==> config.mk <==
export PLATFORM = sky130hd
export DESIGN_NAME = pi_loop_filter
export DESIGN_NICKNAME = d
export VERILOG_FILES = /design/src/rtl/pll_lf_pkg.sv /design/src/rtl/lf_state_update.sv /design/src/rtl/lf_weighted_sum.sv /design/src/rtl/pi_loop_filter.sv
export SDC_FILE = /design/constraint.sdc
export NUM_CORES = 2
export LEC_CHECK = 0
export BUFFER_PORTS_ARGS = -buffer_cell sky130_fd_sc_hd__buf_2
export CAP_MARGIN = 40
export CORE_MARGIN = 5
export CORE_UTILIZATION = 65
export DETAILED_ROUTE_END_ITERATION = 8
export PLACE_DENSITY_LB_ADDON = 0.3
export SLEW_MARGIN = 20
export SYNTH_ARGS = -nofsm -noshare
export SYNTH_HDL_FRONTEND = slang
export SYNTH_SLANG_ARGS = --single-unit
==> constraint.sdc <==
create_clock -name clk -period 33.2 [get_ports clk]
set_input_delay 6.64 -clock clk [delete_from_list [all_inputs] [get_ports clk]]
set_output_delay 6.64 -clock clk [all_outputs]
set_load 0.1 [all_outputs]
==> src/rtl/pll_lf_pkg.sv <==
package pll_lf_pkg;

    // default widths and formats
    localparam int unsigned ERR_W_DEF     = 16;   // Q2.14 error
    localparam int unsigned ST_W_DEF      = 32;   // state registers
    localparam int unsigned COEF_W_DEF    = 24;   // Q1.22 weights
    localparam int unsigned COEF_FRAC_DEF = 22;
    localparam int unsigned OUT_W_DEF     = 32;
    localparam int unsigned N_TAPS        = 3;
    localparam int unsigned WIDE_W        = 64;

    // default weights: bandwidth 0.01, damping 0.707, gain 1000, in Q1.22
    localparam int B0_DEF = 120293;
    localparam int B1_DEF = 3355;
    localparam int B2_DEF = -116937;

    typedef logic signed [WIDE_W-1:0] wide_t;

    // clamp a wide signed value to a w-bit signed range (w < 64)
    function automatic wide_t sat_to(input wide_t x, input int unsigned w);
        wide_t hi;
        wide_t lo;
        hi = (wide_t'(1) <<< (w - 1)) - wide_t'(1);
        lo = -(wide_t'(1) <<< (w - 1));
        if (x > hi)      return hi;
        else if (x < lo) return lo;
        else             return x;
    endfunction

endpackage

==> src/rtl/lf_state_update.sv <==
module lf_state_update
    import pll_lf_pkg::*;
#(
    parameter int unsigned ERR_W = ERR_W_DEF,
    parameter int unsigned ST_W  = ST_W_DEF
) (
    input  logic signed [ERR_W-1:0] err,
    input  logic signed [ST_W-1:0]  lower_q,
    input  logic signed [ST_W-1:0]  middle_q,
    output logic signed [ST_W-1:0]  lower_d
);
    // double pole at z=1: feedback is a shift and a subtract
    wide_t err_x;
    wide_t lo_x;
    wide_t mid_x;
    wide_t acc;

    always_comb begin
        err_x   = wide_t'(err);
        lo_x    = wide_t'(lower_q);
        mid_x   = wide_t'(middle_q);
        acc     = err_x + (lo_x <<< 1) - mid_x;
        lower_d = ST_W'(sat_to(acc, ST_W));
    end

endmodule

==> src/rtl/lf_weighted_sum.sv <==
module lf_weighted_sum
    import pll_lf_pkg::*;
#(
    parameter int unsigned ST_W      = ST_W_DEF,
    parameter int unsigned COEF_W    = COEF_W_DEF,
    parameter int unsigned COEF_FRAC = COEF_FRAC_DEF,
    parameter int unsigned OUT_W     = OUT_W_DEF,
    parameter int          B0        = B0_DEF,
    parameter int          B1        = B1_DEF,
    parameter int          B2        = B2_DEF
) (
    input  logic signed [ST_W-1:0]  taps [N_TAPS],
    output logic signed [OUT_W-1:0] result
);
    localparam logic signed [COEF_W-1:0] WEIGHT [N_TAPS] =
        '{COEF_W'(B0), COEF_W'(B1), COEF_W'(B2)};

    wide_t prod [N_TAPS];
    wide_t total;
    wide_t scaled;

    for (genvar g = 0; g < N_TAPS; g++) begin : g_tap
        assign prod[g] = wide_t'(taps[g]) * wide_t'(WEIGHT[g]);
    end

    always_comb begin
        total = '0;
        for (int i = 0; i < N_TAPS; i++) begin
            total = total + prod[i];
        end
        scaled = total >>> COEF_FRAC;
        result = OUT_W'(sat_to(scaled, OUT_W));
    end

endmodule

==> src/rtl/pi_loop_filter.sv <==
module pi_loop_filter
    import pll_lf_pkg::*;
#(
    parameter int unsigned ERR_W     = ERR_W_DEF,
    parameter int unsigned ST_W      = ST_W_DEF,
    parameter int unsigned COEF_W    = COEF_W_DEF,
    parameter int unsigned COEF_FRAC = COEF_FRAC_DEF,
    parameter int unsigned OUT_W     = OUT_W_DEF,
    parameter int          B0        = B0_DEF,
    parameter int          B1        = B1_DEF,
    parameter int          B2        = B2_DEF
) (
    input  logic                    clk,
    input  logic                    rst,
    input  logic                    in_valid,
    input  logic signed [ERR_W-1:0] phase_err,
    output logic                    out_valid,
    output logic signed [OUT_W-1:0] phase_est
);
    typedef struct packed {
        logic signed [ST_W-1:0] lower;
        logic signed [ST_W-1:0] middle;
        logic signed [ST_W-1:0] upper;
    } lf_state_t;

    lf_state_t              st_q;
    lf_state_t              st_d;
    logic signed [ST_W-1:0] lower_next;
    logic signed [ST_W-1:0] taps [N_TAPS];
    logic signed [OUT_W-1:0] est_next;

    lf_state_update #(.ERR_W(ERR_W), .ST_W(ST_W)) u_update (
        .err      (phase_err),
        .lower_q  (st_q.lower),
        .middle_q (st_q.middle),
        .lower_d  (lower_next)
    );

    // shift first, then the fresh lower value
    always_comb begin
        st_d.upper  = st_q.middle;
        st_d.middle = st_q.lower;
        st_d.lower  = lower_next;
        taps[0]     = st_d.lower;
        taps[1]     = st_d.middle;
        taps[2]     = st_d.upper;
    end

    lf_weighted_sum #(
        .ST_W(ST_W), .COEF_W(COEF_W), .COEF_FRAC(COEF_FRAC), .OUT_W(OUT_W),
        .B0(B0), .B1(B1), .B2(B2)
    ) u_sum (
        .taps   (taps),
        .result (est_next)
    );

    always_ff @(posedge clk) begin
        if (rst) begin
            st_q      <= '0;
            phase_est <= '0;
            out_valid <= 1'b0;
        end else begin
            out_valid <= in_valid;
            if (in_valid) begin
                st_q      <= st_d;
                phase_est <= est_next;
            end
        end
    end

endmodule

After elaboration in Yosys (flattened, before gate mapping)
Cells that the tools add are included.
{"block": "totals", "regBits": 97, "inputBits": 19, "out_inout_bits": 33, "wordCells": 19}
{"block": "classes", "addsub": 4, "n_mul": 3, "order_cmp": 4, "mux": 4}
{"op": "$mux 32", "count": 4}
{"op": "$mul 32x18->50 const B", "count": 2}
{"op": "$add 64x50->64", "count": 1}
{"op": "$add 64x64->64", "count": 1}
{"op": "$mul 32x13->45 const B", "count": 1}
{"op": "$gt 42x32->1 const B", "count": 1}
{"op": "$lt 42x32->1 const B", "count": 1}
{"op": "$gt 35x32->1 const B", "count": 1}
{"op": "$lt 35x32->1 const B", "count": 1}
{"op": "$sub 34x32->35", "count": 1}
{"op": "$add 16x33->34", "count": 1}

Logic depth before layout (Yosys ltp)
{"block": "logic_depth", "word_depth": 11, "mapped_depth": 63}

By module
A second synthesis with hierarchy kept.
{"block": "hier_totals", "cells_unflattened": 4555, "hier_area_um2": 41643.7}
{"mod": "lf_weighted_sum", "instances": 1, "cells_each": 3796, "area_each_um2": 34917.2, "seq_area_each_um2": 0.0}
{"mod": "pi_loop_filter", "instances": 1, "cells_each": 312, "area_each_um2": 3429.5, "seq_area_each_um2": 1941.9}
{"mod": "lf_state_update", "instances": 1, "cells_each": 447, "area_each_um2": 3296.9, "seq_area_each_um2": 0.0}

Worst setup path before layout
No wires, ideal clock.
{"block": "synth_timing", "kind": "input to register", "startpoint": "input port phase_err[15]", "endpoint": "register phase_est[30]", "arrival_ns": 21.698, "path_slack_ns": 11.367, "path_stages": 60, "n_path_buf": 2, "path_cell_list": "inv_1 fa_1 inv_1 ha_1 buf_2 a21o_1 a21o_1 a21o_1 a21o_1 a21o_1 a2111oi_4 o2bb2ai_2 inv_2 a31oi_2 clkbuf_1 a21oi_1 inv_2 fa_1 [... 24 more ...] fa_1 inv_1 fa_1 inv_1 fa_1 inv_1 ha_1 nand4_1 or4_1 a211o_1 a311o_1 nand4_1 a41oi_2 a41oi_2 a221oi_2 nand2b_4 mux2i_1 o311ai_1"}
{"block": "synth_between", "elab_chain_len": 11, "word_cells_on_any_way": 13, "cone_classes": "4 x add/sub; 1 x mul; 4 x order compare; 4 x mux"}
{"item": "from (decl)", "line": "pi_loop_filter.sv:16", "rtl": "input logic signed [ERR_W-1:0] phase_err,"}
{"item": "$add 16x33->34 (*)", "line": "lf_state_update.sv:22", "rtl": "acc = err_x + (lo_x <<< 1) - mid_x;"}
{"item": "$sub 34x32->35 (*)", "line": "lf_state_update.sv:22"}
{"item": "$lt 35x32->1", "line": "pll_lf_pkg.sv:26", "rtl": "else if (x < lo) return lo;"}
{"item": "$mux 32", "line": "pll_lf_pkg.sv:26"}
{"item": "$mux 32 (*)", "line": "pll_lf_pkg.sv:25", "rtl": "if (x > hi) return hi;"}
{"item": "named net lower_next[31]", "line": "pi_loop_filter.sv:28", "rtl": "logic signed [ST_W-1:0] lower_next;"}
{"item": "$mul 32x18->50 (*)", "line": "lf_weighted_sum.sv:23", "rtl": "assign prod[g] = wide_t'(taps[g]) * wide_t'(WEIGHT[g]);"}
{"item": "$add 64x64->64 (*)", "line": "lf_weighted_sum.sv:29", "rtl": "total = total + prod[i];"}
{"item": "$add 64x50->64 (*)", "line": "lf_weighted_sum.sv:29"}
{"item": "$lt 42x32->1", "line": "pll_lf_pkg.sv:26"}
{"item": "$mux 32", "line": "pll_lf_pkg.sv:26"}
{"item": "$mux 32 (*)", "line": "pll_lf_pkg.sv:25"}
{"item": "to (signal assigned)", "line": "pi_loop_filter.sv:66", "rtl": "phase_est <= est_next;"}
{"item": "to (decl)", "line": "pi_loop_filter.sv:18", "rtl": "output logic signed [OUT_W-1:0] phase_est"}
Mark *: on every way through the listed nets, which the timed path passes. The rest lies on a longest branch.
A chain may end at the register's enable or synchronous reset.

Final worst setup path
Same ends and word-level chain as after synthesis.

==> metrics.md <==
| Metric | Value |
|---|---|
| Status | `finished, final reports clean` |
| Die Wd | `262 um` |
| RePlAce Congestion | `0.981` |
| Slowest stage delay, CP | `660 ps` |
| Post-CTS Resized | `0` |
| 1st-iter DRT viols | `1580` |
| Clk slew on worst S/H paths | `70 ps` |
| Core footprint | `0.0629 sq mm` |
| Slowest library cell on the worst path | `nor2_1` |
| Vias in the first global route | `30200` |
| Drt first pass iters | `5` |
| Clock latency on the worst-skew pair | `400 ps` |
| Area grow syn2layout | `3.72%` |
| Final HPWL DP | `85900 um` |
| Slew Limit Fails | `0` |
| FP Rows | `92` |
| Slew margin rel. | `41.3%` |
| CTS Buf Count | `9` |
| Ant diodes | `0` |
| Post-synth EDFFs | `0` |
| Nets | `6038` |
| Vias per Instance | `5.35` |
| Multi-input combinational cell area | `0.0326 sq mm` |
| CTS tree | `yes` |
| Mapped cell area | `0.0411 sq mm` |
| # Post-CTS Setup Buffers | `0` |
| CP Launch Point | `phase_err[15]` |
| Share of cells above drive strength 1 | `3.19%` |
| Clock sink total | `97` |
| Die H | `262 um` |
| Max-cap viol count | `0` |
| Pre-CTS WS | `10090 ps` |
| I/O pin count | `52` |
| Worst Path Required | `33470 ps` |
| Async SR Flop Fraction | `0%` |
| ANT nets after route | `0` |
| R2R Path Start | `st_d[49]` |
| Tcrit/Tclk final | `69.0%` |
| Global-route wire length before repair | `156000 um` |
| Worst-path fanout max | `48` |
| Seq/Total Area, Yosys | `4.72%` |
| Synth Instances | `4516` |
| Die ar. | `0.0684 sq mm` |
| Gr usage total | `29.2%` |
| DRT Wirelength | `94800 um` |
| CP arrival | `23180 ps` |
| Setup ws final | `10280 ps` |
| RSZ-0062 raised after global routing | `false` |
| Seq cells post-synth | `97` |
| Initial core utilization | `65.4%` |
| Worst Tran Pin Value | `878 ps` |
| Final Setup Violations | `0` |
| WS Path Type | `in -> reg` |
| Mean Syn Cell Area | `9.11 sq um` |
| Overflow after GRT | `0` |
| Clk buf depth | `2` |
| Fillers | `5219` |
| Cell variety after synth | `88` |
| Synthesis Warnings | `0` |
| Clk root buf | `clkbuf_16` |
| FF+latch area | `0.00194 sq mm` |
| Post-layout min period | `22920 ps` |
| Hold/Removal Path Class | `reg -> reg` |
| Final Hold Vio Count | `0` |
| DR DRC count | `0` |
| Synth Flop Type | `dfxtp_1` |
| CP endpoint kind | `flop` |
| Total negative setup slack | `0 ps` |
| Initial antenna violation count | `0` |
| Largest net degree at the start of global routing | `61` |
| H-Tree Depth | `3` |
| Clock Skews | `22.6 ps` |
| Hold buffers post-CTS | `0` |
| Port bufs | `51` |
| Vias post-DR | `28831` |
| Crit path launch type | `input pin` |
| Hold Path Origin | `phase_est[28]` |
| Max Fclk | `43.6 MHz` |
| Crit-path most repeated cell | `fa_1` |
| Routed WL per cell | `17.6 um` |
[critical path, delay by kind of cell]
family	cells	cell delay [ps]
muxes	1	140
adders and majority gates	16	7330
AOI/OAI and AO/OA	15	3690
and+or+nand+nor	13	3460
xor gates and xnor gates	1	260
buffers and inverters	13	1570
[cell type report]
class	count	share of cell area (%)
Multi-Input combinational cell	2691	76.5
Inverter	1672	14.7
Sequential cell	97	4.55
Tap cell	846	2.48
Timing Repair Buffer	71	1.00
Clock buffer	9	0.528
Clock inverter	7	0.173
[cells by family (layout without fill, tap and decap cells)]
family | Yosys count | after routing | synth area share, %
AOI/OAI and AO/OA | 525 | 525 | 8.90
xor gates and xnor gates | 168 | 168 | 3.58
adders and majority gates | 1478 | 1478 | 60.1
buffers and inverters | 1733 | 1759 | 15.9
DFF | 97 | 97 | 4.72
muxes | 57 | 57 | 1.39
other | 2 | 7 | 0.0183
and+or+nand+nor | 456 | 456 | 5.32
[per-layer routing]
layer,global-route usage [%],part of all wire (%),vias to the layer above
li1,-,-,13554
met1,38.5,41,14330
met2,49.4,49,765
met3,3.49,5.1,182
met4,11.9,5.2,0
met5,0,0,-
[state kept, by name, summed over array words and instances (netlist names)]
name,count
out_valid,1
st_d,64
phase_est,32
[worst paths after layout]
kind | slack, ps | endpoint | depth (start not counted)
worst max-delay path | 10280 | phase_est[30] | 59
worst min-delay path | 480 | phase_est[28] | 1
worst max register to register | 16100 | phase_est[30] | 57
worst min register to register | 480 | phase_est[28] | 1
[cell usage in the layout, fill, tap and decap left out, types with 9 or more instances in the layout]
cell type / count
nand4_1: 17
mux2i_1: 57
a31oi_1: 23
buf_2: 50
nand2b_1: 26
nor3_1: 24
o21ai_0: 59
a21oi_1: 155
dfxtp_1: 97
o211ai_1: 9
and3_1: 15
xor2_1: 54
ha_1: 646
xnor2_1: 114
nor2_1: 173
inv_1: 1663
o21bai_1: 20
nand3_1: 30
a311oi_1: 12
a21o_1: 97
buf_4: 18
fa_1: 831
o21a_1: 18
a211oi_1: 24
a221oi_2: 11
nand2_1: 88
clkbuf_16: 9
and2_1: 22
nor2b_1: 19
[synth_stat cells, types with 7 or more instances]
| cell type | count | area, sq um |
|---|---|---|
| nand2b_1 | 26 | 163 |
| nand2_1 | 88 | 330 |
| o21ai_0 | 59 | 295 |
| xnor2_1 | 114 | 998 |
| nand4_1 | 17 | 106 |
| mux2i_1 | 57 | 571 |
| a221oi_2 | 11 | 165 |
| o211ai_1 | 9 | 67.6 |
| a311oi_1 | 12 | 105 |
| a21o_1 | 97 | 728 |
| o21bai_1 | 20 | 150 |
| or3_1 | 7 | 43.8 |
| inv_1 | 1663 | 6240 |
| ha_1 | 646 | 8080 |
| buf_2 | 12 | 60.1 |
| dfxtp_1 | 97 | 1940 |
| o21ai_1 | 8 | 40.0 |
| inv_2 | 7 | 26.3 |
| fa_1 | 831 | 16600 |
| and4_1 | 8 | 70.1 |
| and2_1 | 22 | 138 |
| and3_1 | 15 | 93.8 |
| nor2_1 | 173 | 649 |
| a31oi_1 | 23 | 144 |
| o21a_1 | 18 | 135 |
| a211oi_1 | 24 | 180 |
| nand3_1 | 30 | 150 |
| nor3_1 | 24 | 120 |
| nor2b_1 | 19 | 119 |
| xor2_1 | 54 | 473 |
| a21oi_1 | 155 | 776 |
| clkbuf_1 | 41 | 154 |
[stage by stage]
stage	area [sq um]	cells	hold WS, ps	utilization, %
CTS	42600	5390	482	67.8
detailed placement	42300	5374	464	67.3
global route	42600	5393	508	67.9
finish	42600	5393	480	67.9
global placement	42300	5374	461	67.3
floorplan	41100	4521	527	-
Power is left out: the tool's default activity adds up to more than one toggle a clock period on the data nets, which glitch-free logic cannot reach.
